File: src/rtl/cfgdec_pkg.sv
// Package: shared types and fixed header field layout for the decoder.
// Assumes 32-bit words; field positions are fixed by the stream format.
package cfgdec_pkg;
    localparam int WORD_W  = 32;
    localparam int ADDR_W  = 4;
    localparam int CNT_W   = 27;
    localparam int SCNT_W  = 11;
    localparam int STAT_W  = 9;
    localparam int TYPE_LO = 29;
    localparam int OP_LO   = 27;
    localparam int ADDR_LO = 13;

    localparam logic [WORD_W-1:0] PAD_WORD = 32'hFFFF_FFFF;

    typedef enum logic [1:0] {
        ST_SEARCH,
        ST_HEADER,
        ST_WRITE,
        ST_READ
    } dec_state_t;

    typedef enum logic [1:0] {
        HK_NOOP,
        HK_WRITE,
        HK_READ,
        HK_BAD
    } hdr_kind_t;

    typedef struct packed {
        hdr_kind_t         kind;
        logic              is_short;
        logic [ADDR_W-1:0] addr;
        logic [CNT_W-1:0]  cnt;
    } hdr_info_t;
endpackage

File: src/rtl/cfgdec_hdr.sv
// Module: combinational header decoder.
// Splits a header word into kind, address and count. Long headers borrow
// the address of the latest short header; they are bad if none exists.
module cfgdec_hdr
    import cfgdec_pkg::*;
(
    input  logic [WORD_W-1:0] word,
    input  logic              have_short,
    input  logic [ADDR_W-1:0] last_addr,
    output hdr_info_t         info
);
    logic [2:0] htype;
    logic [1:0] hop;

    assign htype = word[TYPE_LO +: 3];
    assign hop   = word[OP_LO +: 2];

    // Classify the header and extract its fields.
    always_comb begin
        info          = '0;
        info.kind     = HK_BAD;
        info.is_short = 1'b0;
        info.addr     = last_addr;
        info.cnt      = '0;
        if (htype == 3'd1) begin
            info.is_short = 1'b1;
            info.addr     = word[ADDR_LO +: ADDR_W];
            info.cnt      = {{(CNT_W-SCNT_W){1'b0}}, word[SCNT_W-1:0]};
        end else if (htype == 3'd2 && have_short) begin
            info.cnt = word[CNT_W-1:0];
        end
        if (htype == 3'd1 || (htype == 3'd2 && have_short)) begin
            unique case (hop)
                2'd0:    info.kind = HK_NOOP;
                2'd1:    info.kind = (info.cnt == '0) ? HK_NOOP : HK_READ;
                2'd2:    info.kind = (info.cnt == '0) ? HK_NOOP : HK_WRITE;
                default: info.kind = HK_BAD;
            endcase
        end
    end
endmodule

File: src/rtl/cfgdec_fsm.sv
// Module: stream sequencer.
// Tracks sync search, header and payload phases, counts payload words,
// issues write and read strobes, and reports sync/desync/bad events.
// Assumes pad words are never payload and never counted.
module cfgdec_fsm
    import cfgdec_pkg::*;
#(
    parameter logic [WORD_W-1:0] SYNC_WORD   = 32'hAA99_5566,
    parameter logic [ADDR_W-1:0] CMD_ADDR    = 4'd4,
    parameter logic [WORD_W-1:0] DESYNC_CODE = 32'd13
) (
    input  logic              clk,
    input  logic              rst_n,
    input  logic              in_valid,
    input  logic [WORD_W-1:0] in_data,
    output logic              in_ready,
    output logic              wr_en,
    output logic [ADDR_W-1:0] wr_addr,
    output logic [WORD_W-1:0] wr_data,
    output logic              cmd_wr,
    output logic [WORD_W-1:0] cmd_data,
    output logic              rd_req,
    output logic [ADDR_W-1:0] rd_addr,
    input  logic              rd_ack,
    output logic              ev_sync,
    output logic              ev_desync,
    output logic              ev_bad,
    output logic              busy_rd,
    output logic              idle
);
    dec_state_t        state;
    logic [CNT_W-1:0]  remain;
    logic [ADDR_W-1:0] cur_addr;
    logic [ADDR_W-1:0] last_addr;
    logic              have_short;
    logic              take;
    logic              is_sync;
    logic              is_desync;
    hdr_info_t         hinfo;

    cfgdec_hdr u_hdr (
        .word       (in_data),
        .have_short (have_short),
        .last_addr  (last_addr),
        .info       (hinfo)
    );

    // Handshake and word classification.
    always_comb begin
        in_ready  = (state != ST_READ);
        take      = in_valid && in_ready && (in_data != PAD_WORD);
        is_sync   = (in_data == SYNC_WORD);
        is_desync = (cur_addr == CMD_ADDR) && (in_data == DESYNC_CODE);
        ev_sync   = (state == ST_SEARCH) && take && is_sync;
        ev_desync = (state == ST_WRITE) && take && is_desync;
        ev_bad    = (state == ST_HEADER) && take && !is_sync && (hinfo.kind == HK_BAD);
        rd_req    = (state == ST_READ);
        rd_addr   = cur_addr;
        busy_rd   = (state == ST_READ);
        idle      = (state == ST_SEARCH) || (state == ST_HEADER);
    end

    // Phase sequencing, payload counting and registered write strobes.
    always_ff @(posedge clk) begin
        if (!rst_n) begin
            state      <= ST_SEARCH;
            remain     <= '0;
            cur_addr   <= '0;
            last_addr  <= '0;
            have_short <= 1'b0;
            wr_en      <= 1'b0;
            wr_addr    <= '0;
            wr_data    <= '0;
            cmd_wr     <= 1'b0;
            cmd_data   <= '0;
        end else begin
            wr_en  <= 1'b0;
            cmd_wr <= 1'b0;
            unique case (state)
                ST_SEARCH: begin
                    if (take && is_sync) state <= ST_HEADER;
                end
                ST_HEADER: begin
                    if (take && !is_sync) begin
                        if (hinfo.is_short) begin
                            last_addr  <= hinfo.addr;
                            have_short <= 1'b1;
                        end
                        if (hinfo.kind == HK_WRITE || hinfo.kind == HK_READ) begin
                            cur_addr <= hinfo.addr;
                            remain   <= hinfo.cnt;
                            state    <= (hinfo.kind == HK_WRITE) ? ST_WRITE : ST_READ;
                        end
                    end
                end
                ST_WRITE: begin
                    if (take) begin
                        wr_en   <= 1'b1;
                        wr_addr <= cur_addr;
                        wr_data <= in_data;
                        if (cur_addr == CMD_ADDR) begin
                            cmd_wr   <= 1'b1;
                            cmd_data <= in_data;
                        end
                        if (is_desync) begin
                            state      <= ST_SEARCH;
                            have_short <= 1'b0;
                        end else if (remain == CNT_W'(1)) begin
                            state <= ST_HEADER;
                        end else begin
                            remain <= remain - 1'b1;
                        end
                    end
                end
                ST_READ: begin
                    if (rd_ack) begin
                        if (remain == CNT_W'(1)) state <= ST_HEADER;
                        else remain <= remain - 1'b1;
                    end
                end
                default: state <= ST_SEARCH;
            endcase
        end
    end
endmodule

File: src/rtl/cfgdec_status.sv
// Module: status flag register.
// Holds the alignment flag and the sticky active-low error flag, and
// assembles the status word from them and the sequencer's phase.
module cfgdec_status
    import cfgdec_pkg::*;
(
    input  logic              clk,
    input  logic              rst_n,
    input  logic              ev_sync,
    input  logic              ev_desync,
    input  logic              ev_bad,
    input  logic              busy_rd,
    input  logic              idle,
    output logic [STAT_W-1:0] status
);
    logic aligned;
    logic err_n;

    // Alignment follows sync/desync events; error is sticky until reset.
    always_ff @(posedge clk) begin
        if (!rst_n) begin
            aligned <= 1'b0;
            err_n   <= 1'b1;
        end else begin
            if (ev_sync)   aligned <= 1'b1;
            if (ev_desync) aligned <= 1'b0;
            if (ev_bad)    err_n   <= 1'b0;
        end
    end

    // Status word layout.
    always_comb begin
        status      = '0;
        status[8]   = err_n;
        status[7]   = aligned;
        status[6]   = busy_rd;
        status[5:1] = 5'b11111;
        status[0]   = idle;
    end
endmodule

File: src/rtl/cfg_stream_decoder.sv
// Module: top of the configuration packet stream decoder.
// Wires the sequencer and the status register together.
// Assumes rd_ack is only meaningful while rd_req is high.
module cfg_stream_decoder
    import cfgdec_pkg::*;
#(
    parameter logic [31:0] SYNC_WORD   = 32'hAA99_5566,
    parameter logic [3:0]  CMD_ADDR    = 4'd4,
    parameter logic [31:0] DESYNC_CODE = 32'd13
) (
    input  logic        clk,
    input  logic        rst_n,
    input  logic        in_valid,
    input  logic [31:0] in_data,
    output logic        in_ready,
    output logic        wr_en,
    output logic [3:0]  wr_addr,
    output logic [31:0] wr_data,
    output logic        cmd_wr,
    output logic [31:0] cmd_data,
    output logic        rd_req,
    output logic [3:0]  rd_addr,
    input  logic        rd_ack,
    output logic [8:0]  status
);
    logic ev_sync;
    logic ev_desync;
    logic ev_bad;
    logic busy_rd;
    logic idle;

    cfgdec_fsm #(
        .SYNC_WORD   (SYNC_WORD),
        .CMD_ADDR    (CMD_ADDR),
        .DESYNC_CODE (DESYNC_CODE)
    ) u_fsm (
        .clk       (clk),
        .rst_n     (rst_n),
        .in_valid  (in_valid),
        .in_data   (in_data),
        .in_ready  (in_ready),
        .wr_en     (wr_en),
        .wr_addr   (wr_addr),
        .wr_data   (wr_data),
        .cmd_wr    (cmd_wr),
        .cmd_data  (cmd_data),
        .rd_req    (rd_req),
        .rd_addr   (rd_addr),
        .rd_ack    (rd_ack),
        .ev_sync   (ev_sync),
        .ev_desync (ev_desync),
        .ev_bad    (ev_bad),
        .busy_rd   (busy_rd),
        .idle      (idle)
    );

    cfgdec_status u_status (
        .clk       (clk),
        .rst_n     (rst_n),
        .ev_sync   (ev_sync),
        .ev_desync (ev_desync),
        .ev_bad    (ev_bad),
        .busy_rd   (busy_rd),
        .idle      (idle),
        .status    (status)
    );
endmodule

File: config.mk
export PLATFORM = sky130hd
export DESIGN_NAME = cfg_stream_decoder
export DESIGN_NICKNAME = d
export VERILOG_FILES = /design/src/rtl/cfgdec_pkg.sv /design/src/rtl/cfgdec_hdr.sv /design/src/rtl/cfgdec_fsm.sv /design/src/rtl/cfgdec_status.sv /design/src/rtl/cfg_stream_decoder.sv
export SDC_FILE = /design/constraint.sdc
export NUM_CORES = 1
export LEC_CHECK = 0
export ABC_CLOCK_PERIOD_IN_PS = 2800
export BUFFER_PORTS_ARGS = -buffer_cell sky130_fd_sc_hd__buf_2
export CAP_MARGIN = 20
export CORE_ASPECT_RATIO = 0.75
export CORE_MARGIN = 2
export CORE_UTILIZATION = 45
export CTS_BUF_LIST = sky130_fd_sc_hd__clkbuf_4 sky130_fd_sc_hd__clkbuf_8
export CTS_CLUSTER_DIAMETER = 120
export DETAILED_ROUTE_END_ITERATION = 12
export PLACE_DENSITY = 0.71
export SLEW_MARGIN = 10
export SYNTH_ARGS = -nofsm -noshare
export SYNTH_HDL_FRONTEND = slang
export SYNTH_SLANG_ARGS = --single-unit
File: constraint.sdc
create_clock -name clk -period 2.8 [get_ports clk]
set_clock_uncertainty 0.05 [all_clocks]
set_input_delay 0.14 -clock clk [delete_from_list [all_inputs] [get_ports clk]]
set_output_delay 0.14 -clock clk [all_outputs]
set_load 0.005 [all_outputs]
## Yosys cells after proc, flatten, opt, wreduce, memory -nomap -nowiden

Index checks and enable logic that the tools add are counted.

| word-level totals | value |
|---|---|
| register bits after elaboration | 110 |
| input bits | 36 |
| output and inout bits | 85 |

| operators by class | value |
|---|---|
| add/sub/neg operators | 1 |
| eq/ne operators | 24 |
| multiplexer cells | 30 |
| bitwise operators | 1 |
| reductions and logical operators | 32 |

Operators by type and width:

| operator | number |
|---|---|
| $mux W27 | 8 |
| $pmux W27 S3 | 1 |
| $eq A32 B32 Y1 const B | 1 |
| $eq A32 B4 Y1 const B | 1 |
| $ne A32 B32 Y1 const B | 1 |
| $eq A27 B1 Y1 const B | 1 |
| $logic_not A27 Y1 | 1 |
| $sub A27 B1 Y27 const B | 1 |
| $mux W2 | 9 |
| $logic_and A1 B1 Y1 | 13 |
| $reduce_and A3 Y1 | 4 |
| $eq A2 B2 Y1 const B | 5 |
| $ne A2 B2 Y1 const B | 5 |
| $reduce_and A5 Y1 | 2 |
| $mux W1 | 8 |
| $ne A2 B1 Y1 const B | 4 |
| $pmux W2 S4 | 1 |
| $eq A2 B1 Y1 const B | 3 |
| $pmux W2 S3 | 1 |
| $reduce_and A6 Y1 | 1 |
| $mux W5 | 1 |
| $eq A4 B3 Y1 const B | 1 |
| $logic_not A2 Y1 | 2 |
| $reduce_and A2 Y1 | 2 |
| 9 further kinds | 11 |

## Longest topological paths before layout

Gate-level depths: netlist of run 1.

| logic depth | value |
|---|---|
| depth in word-level cells | 13 |
| depth in mapped cells | 14 |
| depth with buffers taken out | 12 |

## Modules after synthesis

Synthesis of run 1 repeated with hierarchy kept, for this count alone.

| unflattened totals | value |
|---|---|
| cell total of the unflattened synthesis | 703 |
| area, all modules | 5557.8 um^2 |

By module, submodules not included:

| module | times used | cells each | area an instance (um^2) |
|---|---|---|---|
| cfgdec_fsm | 1 | 633 | 4981.0 |
| cfgdec_hdr | 1 | 54 | 440.4 |
| cfgdec_status | 1 | 16 | 136.4 |

## Least setup slack after synthesis of run 1

OpenSTA, ideal clock, no wires.

| timing path | value |
|---|---|
| path kind | input to register |
| start point | in in_data[0] |
| end point | reg u_fsm.remain[10] |
| arrival | 2.685 ns |
| required time | 2.688 ns |
| setup slack | 0.003 ns |
| cell stages on the path | 13 |
| path buffers | 1 |
| cell sequence | nor4_1 > nand4_1 > o31ai_1 > a21oi_1 > o21ai_0 > nand2_1 > ha_1 > inv_1 > a2111o_1 > o21a_2 > buf_6 > or4_1 > nand3_1 |

| on the way | value |
|---|---|
| longest elaborated chain between the ends | 10 |
| elaborated cells between the ends (all ways) | 22 |
| classes of those cells | 9 x eq/ne; 6 x mux; 7 x reduce/logical |

RTL lines:

| item | RTL line | text |
|---|---|---|
| from (decl) | cfg_stream_decoder.sv:14 | `input logic [31:0] in_data,` |
| $mux W27 | cfgdec_hdr.sv:29 | `end else if (htype == 3'd2 && have_short) begin` |
| $mux W27 | cfgdec_hdr.sv:25 | `if (htype == 3'd1) begin` |
| $logic_not A27 Y1 | cfgdec_hdr.sv:35, cfgdec_hdr.sv:36 |  |
| $mux W1 / $mux W2 (equally long branches) | cfgdec_hdr.sv:36, cfgdec_hdr.sv:35 |  |
| $pmux W2 S3 | cfgdec_hdr.sv:33 | `unique case (hop)` |
| $mux W2 | cfgdec_hdr.sv:32 | `if (htype == 3'd1 \|\| (htype == 3'd2 && have_short)) begin` |
| $eq A2 B1 Y1 / $eq A2 B2 Y1 (equally long branches) | cfgdec_fsm.sv:89 | `if (hinfo.kind == HK_WRITE \|\| hinfo.kind == HK_READ) begin` |
| $logic_or A1 B1 Y1 | cfgdec_fsm.sv:89 |  |
| $ne A2 B2 Y1 (no line) | - |  |
| $reduce_and A6 Y1 (no line) (*) | - |  |
| to (signal assigned) | cfgdec_fsm.sv:91 | `remain <= hinfo.cnt;` |
| to (signal assigned) | cfgdec_fsm.sv:111 | `remain <= remain - 1'b1;` |
| to (signal assigned) | cfgdec_fsm.sv:118 | `else remain <= remain - 1'b1;` |
| to (decl) | cfgdec_fsm.sv:32 | `logic [CNT_W-1:0] remain;` |

Every way passes the cells marked *; elsewhere a longest branch is shown, timed or not.
A chain may end at the register's enable or synchronous reset.

## Worst setup path in the final report of run 1

| timing path | value |
|---|---|
| start point | in in_data[3] |
| end point | reg u_fsm.remain[12] |

The elaborated chain is that of the path after synthesis.

==> results of run 1 <==
-- timing repair --
item,CTS,global route
pin swaps,0,11
setup buffers,0,4
gates resized for setup,1,20
setup endpoints to repair,2,29
cloned,0,1
-- cell usage in the layout, fill, tap and decap left out, drive strengths merged, types with 2 or more instances in the layout --
master,n
nor2b,2
nor3,21
o21ai,23
nor2,31
o221ai,2
dfxtp,110
conb,5
nor4b,2
clkinv,4
nand2,193
or4,3
nand4,13
clkbuf,10
and2,4
a221oi,3
o31ai,4
mux2i,2
nand3b,2
xnor2,3
a211o,6
ha,4
o22ai,4
buf,191
or3,8
a21oi,91
a32o,2
a21boi,2
a31oi,7
o21a,5
o211ai,3
and3,9
nor4,12
nand4b,3
nand3,17
inv,9
a32oi,4
nand2b,5
-- cell usage after synthesis, types with 3 or more instances --
library cell,n
nor2_1,31
a211o_1,6
nand2b_1,5
buf_6,4
o21a_1,4
o211ai_1,3
nor3_1,21
dfxtp_1,110
o31ai_1,4
or3_1,8
o22ai_1,4
a21oi_1,91
ha_1,4
xnor2_1,3
and2_1,4
clkbuf_1,40
nand3_1,17
nand4b_1,3
buf_4,10
nand2_1,193
a221oi_1,3
nor4_1,12
and3_1,8
a32oi_1,4
a31oi_1,7
o21ai_0,21
nand4_1,13
inv_1,7
-- power by group --
part / switching, mW / internal [mW] / total [mW]
clock network: 0.581 / 0.364 / 0.945
registers: 0.000000000105 / 1.56 / 1.56
logic: 0.121 / 0.0658 / 0.187
total: 0.703 / 1.99 / 2.70
-- flip-flops by register name, indices dropped and copies added (netlist names) --
register / flops
u_status.err_n: 1
u_fsm.state: 2
u_fsm.cmd_data: 32
u_fsm.last_addr: 4
u_status.aligned: 1
u_fsm.wr_data: 32
u_fsm.wr_en: 1
u_fsm.cmd_wr: 1
u_fsm.have_short: 1
u_fsm.wr_addr: 4
u_fsm.remain: 27
u_fsm.rd_addr: 4
-- path summary, 6_finish.rpt --
kind | from | end | slack (ns)
min reg2reg | u_fsm.cmd_data[3] | u_fsm.cmd_data[3] | 0.41
max | in_data[3] | u_fsm.remain[12] | 0.03
min | in_data[27] | u_fsm.cmd_data[27] | 0.03
max reg2reg | u_fsm.remain[8] | u_fsm.remain[15] | 0.07
-- critical path, stage by stage --
cell	delay (ns)
buf_2	0.11
nor4_2	0.26
buf_4	0.16
nand4_1	0.16
o31ai_2	0.25
a21oi_2	0.09
o21ai_1	0.18
nand2_1	0.14
ha_4	0.30
inv_2	0.03
a2111o_1	0.49
o21a_4	0.20
buf_6	0.14
nor4_4	0.27
a211o_1	0.12
-- per-layer routing --
metal  vias to the layer above  GRT usage (%)  part of all wire (%)
li1                       2678              -                     -
met5                         -              0                     0
met1                      2669           38.0                    43
met2                       295           41.6                    44
met3                        31           7.25                    10
met4                         0           7.61                   2.2
-- logic make-up (layout without fill, tap and decap cells) --
logic type / after synthesis / count (layout)
muxes: 3 / 3
other: 1 / 5
xor gates and xnor gates: 3 / 3
buffers and inverters: 65 / 214
adders and majority gates: 4 / 4
DFF: 110 / 110
and+or+nand+nor: 329 / 329
AOI/OAI and AO/OA: 170 / 171
-- area by class of cell --
class / count / area [um^2]
repair buffers: 191 / 1190
flip-flops and latches: 110 / 2200
fillers: 987 / 4460
inverters: 7 / 26.3
multi-input cells: 515 / 2770
clock inverters: 6 / 55.1
well taps: 140 / 175
clock buffers: 10 / 138
==> out/metrics.cfg, run 1 <==
[outcome]
status = finished clean

[clock_network]
cts_buffer_depth = 2
cts_hold_buffers = 0
cts_tree = built
clkLatencyLatePin_ns = 0.38
cts_sinks = 110
cts_root_buf = clkbuf_8
cts_made_buffers = 9
h-tree-depth = 3
clk_pin_slew_ns = 0.11

[global_route]
grt_max_degree = 75
grt_overflow_total = 0
antenna_found_initial = 0
grt_pass1_wl_um = 26800
first_global_vias = 5180
grt.total_usage_pct = 27.3

[routing]
ant_nets = 0
vias = 5673
via_per_inst = 5.79
dr.pass1.iters = 5
first_iter_violations = 660
wl_um = 17300
drc_errors = 0
routedWlPerCell_um = 17.7

[synthesis]
synth_top_family_by_area = simple AND/OR/NAND/NOR gates
async_reset_ff_share_pct = 0
ys_types = 63
yosys.area_share.adder_pct = 0.971
yosysTopAreaCell = dfxtp_1
synthTopCellsByArea = dfxtp_1 (43%), nand2_1 (14%), a21oi_1 (8.8%)
ys_seq_area_share_pct = 42.7
yosys_warnings = 0
synth-seq-cells = 110
synthSimpleGateAreaFrac_pct = 28.8
synth_edf_count = 0
synth_xor_area_share_pct = 0.510
synth.top_cell.area_share_pct = 42.7
synth_compound_area_share_pct = 20.2
ys.flop_type = dfxtp_1
syn_area_per_cell_um2 = 7.52
syn_area_mm2 = 0.00515
synthCells = 685
synthMuxAreaShare_pct = 0.607

[job]
maxCapViolCount = 0

[placement]
pre_cts_ws_ns = -0.404
gp_congestion = 0.955
post-dp-hpwl_um = 12500
io_buffer_count = 115
dp_cells = 957
place_area_mm2 = 0.00620

[timing]
fmax_mhz = 361
max_slew.worst_pin.slew_ns = 0.509
setup_slack_ns = 0.0289
setup_viol = 0
fin_crit_sh_pct = 99.0
relSlewSlack_pct = 66.0
slew_violations = 0
holdWs_ns = 0.0336
setup_tns_ns = 0
hold_viol = 0
period_needed_ns = 2.77
rsz0062_at_grt = yes

[finish]
insertedDiodeCount = 0
area_growth_pct = 27.3
fin_area_mm2 = 0.00656
nets = 874
drive_gt1_share_pct = 27.8
fin_util_pct = 59.5
layoutNonFillerInstCount = 979

[setup_path]
crit_required_ns = 3.09
rr_worst_depth = 8
worstPathArrival_ns = 3.06
endpoint_kind = flop
worstPathMaxFanout = 8
start_kind = primary input
crit_type = primary input to flop

[power_and_ir_drop]
leakage_nw = 2.75
power_density_mw_per_mm2 = 411
power_mw = 2.70
peakVddDrop_mv = 0.269

[floorplanning]
die_x_um = 128
std_cell_rows = 33
core_area_mm2 = 0.0110
start_util_pct = 46.7
die_area_mm2 = 0.0123
die_y_um = 96.7
ioPinCount = 121

[min_path]
whs_path_depth = 3
hold_class = primary input to flop

Note: power is estimated with default switching activity, not from simulation.
==> run 2, diff against run 1 <==
--- a/config.mk
+++ b/config.mk
@@ -15,6 +15,7 @@
 export CTS_CLUSTER_DIAMETER = 120
 export DETAILED_ROUTE_END_ITERATION = 12
 export PLACE_DENSITY = 0.71
+export REMOVE_ABC_BUFFERS = 1
 export SLEW_MARGIN = 10
 export SYNTH_ARGS = -nofsm -noshare
 export SYNTH_HDL_FRONTEND = slang
==> run 2 against run 1 <==
Hold slack worse by 0.0048 ns. Via count down 0.16%. Worst setup slack better by 0.046 ns. Routed wire length down 4.4%. Clock power up 2.6%. First-iteration DRC count down 29%. Largest power group unchanged. Highest routed layer is now met5.
==> out/metrics.cfg, run 2 (synthesis gave the netlist of run 1 again) <==
[clock_network]
clk_pin_slew_ns = 0.10
cts_made_buffers = 9
clkLatencyLatePin_ns = 0.37
cts_root_buf = clkbuf_8
cts_sinks = 110
cts_tree = built
h-tree-depth = 3
cts_buffer_depth = 2

[power_and_ir_drop]
power_mw = 2.72
power_density_mw_per_mm2 = 413
peakVddDrop_mv = 0.246
leakage_nw = 2.73

[timing]
period_needed_ns = 2.73
fin_crit_sh_pct = 97.3
setup_tns_ns = 0
relSlewSlack_pct = 62.5
setup_viol = 0
slew_violations = 0
hold_viol = 0
fmax_mhz = 367
rsz0062_at_grt = yes
max_slew.worst_pin.slew_ns = 0.563

[global_route]
grt.total_usage_pct = 26.8
grt_max_degree = 50
grt_overflow_total = 0
antenna_found_initial = 1
first_global_vias = 5316
grt_pass1_wl_um = 26600

[finish]
layoutNonFillerInstCount = 971
insertedDiodeCount = 0
nets = 868
area_growth_pct = 27.9
drive_gt1_share_pct = 27.6
regArea_mm2 = 0.00220
fin_area_mm2 = 0.00659
multi_input_area_mm2 = 0.00279
fill_cells = 1010
final_cell_mix = nand2_1 (190), buf_2 (112), dfxtp_1 (110)
reg_top3 = u_fsm.cmd_data (32), u_fsm.wr_data (32), u_fsm.remain (27)
layout_commonest_cell = nand2_1

[routing]
first_iter_violations = 466
via_per_inst = 5.83
routedWlPerCell_um = 17.1
wl_um = 16600
ant_nets = 0
dr.pass1.iters = 5
vias = 5664
drc_errors = 0

[outcome]
status = finished clean

[placement]
dp_cells = 951
gp_congestion = 0.914
post-dp-hpwl_um = 12200
place_area_mm2 = 0.00620
io_buffer_count = 115

[setup_path]
endpoint_kind = flop
crit_required_ns = 3.07
worstPathMaxFanout = 6
worstPathArrival_ns = 2.99
start_kind = primary input
crit_type = primary input to flop

[job]
maxCapViolCount = 0

[floorplanning]
die_area_mm2 = 0.0123
ioPinCount = 121
core_area_mm2 = 0.0110
die_x_um = 128
start_util_pct = 46.7
die_y_um = 96.7
std_cell_rows = 33

[min_path]
hold_class = primary input to flop

run 2: per-stage QoR:
stage	setup WS (ns)	utilization (%)	hold slack [ns]
2_1_floorplan	-1.37	-	0.207
5_1_grt	-0.0311	59.8	0.0246
3_5_place_dp	-0.481	56.2	0.392
4_1_cts	0.0489	58.3	0.00665
6_report	0.0746	59.8	0.0287
3_3_place_gp	-0.356	56.1	0.389
run 2: path summary, 6_finish.rpt:
kind | start | to | slack (ns) | depth (start not counted)
setup / recovery | in_data[30] | u_fsm.remain[10] | 0.07 | 12
hold / removal | in_data[27] | u_fsm.wr_data[27] | 0.03 | 3
setup reg to reg | u_fsm.rd_addr[1] | u_fsm.remain[12] | 0.13 | 10
hold reg to reg | u_fsm.cmd_data[31] | u_fsm.cmd_data[31] | 0.41 | 2
run 2: area by class of cell:
cell class / count / area share [%]
Sequential cell: 110 / 33.4
Clock inverter: 3 / 0.683
Tap cell: 140 / 2.66
Multi-Input combinational cell: 514 / 42.4
Clock buffer: 11 / 2.30
Timing Repair Buffer: 186 / 18.2
Inverter: 7 / 0.398
run 2: worst max-delay path, cell delays in order:
cell and delay, ns:
dlygate4sd3_1 0.53, buf_4 0.16, nand2b_4 0.15, o21a_1 0.11, nor2_2 0.18, nand2_1 0.14
ha_4 0.29, inv_2 0.03, a2111o_1 0.48, o21a_4 0.19, or4_1 0.51, nand3_1 0.07
run 2: timing repair:
action,CTS,global route
gates resized for setup,3,30
endpoints found under the hold margin,2,0
hold buffers,1,0
buffers inserted,1,4
endpoints found under the setup margin,14,28
pin swaps,1,11
run 2: layer usage:
| layer | vias to the layer above | track usage, % | share of wire (%) |
|---|---|---|---|
| li1 | 2662 | - | - |
| met1 | 2664 | 36.8 | 45 |
| met2 | 292 | 40.4 | 44 |
| met3 | 44 | 7.74 | 9.1 |
| met4 | 2 | 8.45 | 1.9 |
| met5 | - | 0 | 0.078 |
run 2: where the power goes:
part	switching [mW]	leakage [nW]	internal (mW)
Clock	0.517	0.0935	0.453
Sequential	0.0000000000921	0.885	1.56
Combinational	0.120	1.75	0.0691
==> run 3, diff against run 2 <==
--- a/config.mk
+++ b/config.mk
@@ -10,11 +10,10 @@
 export CAP_MARGIN = 20
 export CORE_ASPECT_RATIO = 0.75
 export CORE_MARGIN = 2
-export CORE_UTILIZATION = 45
+export CORE_UTILIZATION = 35
 export CTS_BUF_LIST = sky130_fd_sc_hd__clkbuf_4 sky130_fd_sc_hd__clkbuf_8
 export CTS_CLUSTER_DIAMETER = 120
 export DETAILED_ROUTE_END_ITERATION = 12
-export PLACE_DENSITY = 0.71
 export REMOVE_ABC_BUFFERS = 1
 export SLEW_MARGIN = 10
 export SYNTH_ARGS = -nofsm -noshare
==> run 3 against run 2 <==
Design area shrank 1.1%. Sequential cell count stayed put. Cell count grew 6.5%. Routed wire length is 4.3% higher. Sequential share of layout area rose by 0.36 points. Non-clock buffer count rose by 3. Die area increased by 27%. Clock-buffer cell count stayed put. Global-route usage decreased by 4.8 points. Via count shrank 4.1%. Maximum frequency about the same.
==> out/metrics.cfg, run 3 (synthesis gave the netlist of run 1 again) <==
[placement]
post-dp-hpwl_um = 12300
pre_cts_ws_ns = -0.312
place_area_mm2 = 0.00629
io_buffer_count = 115
gp_congestion = 0.922

[timing]
holdWs_ns = 0.0253
setup_slack_ns = 0.0767
period_needed_ns = 2.72
fmax_mhz = 367
max_slew.worst_pin.slew_ns = 0.633
hold_viol = 0
setup_viol = 0
relSlewSlack_pct = 57.8
rsz0062_at_grt = yes
setup_tns_ns = 0
fin_crit_sh_pct = 97.3
slew_violations = 0

[setup_path]
cp_num_buf_inv = 3
worstPathArrival_ns = 2.99
cp_slowest_cell = or4_1
max_stage_delay_ns = 0.49
rr_worst_depth = 10
cp_common_cell = buf_4
rrSetupSlack_ns = 0.08
r2r-start = u_fsm.rd_addr[1]
endpoint_kind = flop
crit_chain = nor4b_2 > buf_4 > nand4_1 > or4_1 > a22oi_2 > buf_4 > buf_4 > nor2_1 > mux2_2 > a31oi_1
crit_required_ns = 3.07
crit_type = flop to flop
crit_family = simple AND/OR/NAND/NOR gates
start_kind = flop
worstPathMaxFanout = 5
r2r_end = u_fsm.remain[7]

[global_route]
grtUsageMet3_pct = 5.36
grt_max_degree = 54
grt-busiest-layer = met2
grt_overflow_total = 0
use_met2_pct = 32.6
grt.total_usage_pct = 22.0
first_global_vias = 4885
grt_pass1_wl_um = 26800
use_met1_pct = 32.5
antenna_found_initial = 0

[floorplanning]
std_cell_rows = 38
die_y_um = 109
die_x_um = 144
core_area_mm2 = 0.0144
die_area_mm2 = 0.0157
start_util_pct = 35.8
ioPinCount = 121

[finish]
fin_util_pct = 45.3
insertedDiodeCount = 0
nets = 871
fill_cells = 1464
final_cell_mix = nand2_1 (193), buf_2 (115), dfxtp_1 (110)
layout_commonest_cell = nand2_1
multi_input_area_mm2 = 0.00270
regArea_mm2 = 0.00220
reg_top3 = u_fsm.cmd_data (32), u_fsm.wr_data (32), u_fsm.remain (27)
area_growth_pct = 26.6
drive_gt1_share_pct = 26.0
fin_area_mm2 = 0.00652

[min_path]
min_from = in_data[28]
hold_class = primary input to flop
whs_endpoint = u_fsm.cmd_data[28]
whs_path_depth = 3

[power_and_ir_drop]
power_density_mw_per_mm2 = 405
peakVddDrop_mv = 0.252
leakage_nw = 2.70

[routing]
wl_um = 17300
via_per_inst = 5.25
drc_errors = 0
dr.pass1.iters = 6
vias = 5431
ant_nets = 0
first_iter_violations = 464
routedWlPerCell_um = 16.7

[clock_network]
cts_made_buffers = 9
cts_buffer_depth = 2
cts_root_buf = clkbuf_8
cts_tree = built
cts_sinks = 110
clk_pin_slew_ns = 0.10
clkLatencyLatePin_ns = 0.38
h-tree-depth = 3

[outcome]
status = finished clean

[job]
maxCapViolCount = 0

-- run 3: changes by cell type in the layout (fill, tap and decap cells not counted), sizes merged --
cell,delta
buf,+2
bufinv,-1
clkinv,+3
clkinvlp,-2
dlygate4sd3,+1
-- run 3: area by class of cell --
cell class                      count  share of cell area [%]
Clock buffer                       11                    2.22
Clock inverter                      3                   0.345
Inverter                            7                   0.403
Multi-Input combinational cell    514                    41.4
Sequential cell                   110                    33.8
Tap cell                          200                    3.84
Timing Repair Buffer              189                    18.0
-- run 3: what timing repair did --
item,in CTS,in global routing
endpoints found under the hold margin,4,0
endpoints found under the setup margin,4,32
pin swaps,1,3
resized for setup,0,7
buffers inserted,0,1
cloned,0,0
hold buffers,2,0
-- run 3: per-stage QoR --
stage,cells,total power [mW]
floorplan,631,1.63
global placement,1017,1.77
detailed placement,1017,1.77
CTS,1033,2.67
global route,1034,2.73
finish,1034,2.65
-- run 3: power by group --
group / internal (mW) / switching, mW
combinational: 0.0658 / 0.116
clock: 0.351 / 0.549
sequential: 1.56 / 0.000000000104
-- run 3: per-layer routing --
layer | part of all wire, % | wire length [um] | vias up
met2 | 42 | 7270 | 174
met3 | 7.0 | 1220 | 12
met5 | 0 | 0 | -
met4 | 0.75 | 129 | 0
li1 | - | - | 2675
met1 | 50 | 8670 | 2570
-- run 3: how the worst max path moves through the flow --
stage | startpoint | end | slack [ns] | depth (start not counted)
floorplan | u_fsm.state[1] | u_fsm.cmd_data[0] | -1.37 | 6
global placement | in_data[0] | u_fsm.remain[10] | -0.26 | 13
detailed placement | in_data[17] | u_fsm.remain[10] | -0.31 | 14
CTS | u_fsm.rd_addr[1] | u_fsm.remain[14] | 0.005 | 9
global route | in_data[0] | u_fsm.remain[10] | -0.05 | 13
finish | u_fsm.rd_addr[1] | u_fsm.remain[7] | 0.08 | 10
-- run 3: tightest hold or removal path, stage by stage --
cell	delay [ns]
buf_2	0.15
nand2_1	0.07
a21oi_1	0.05
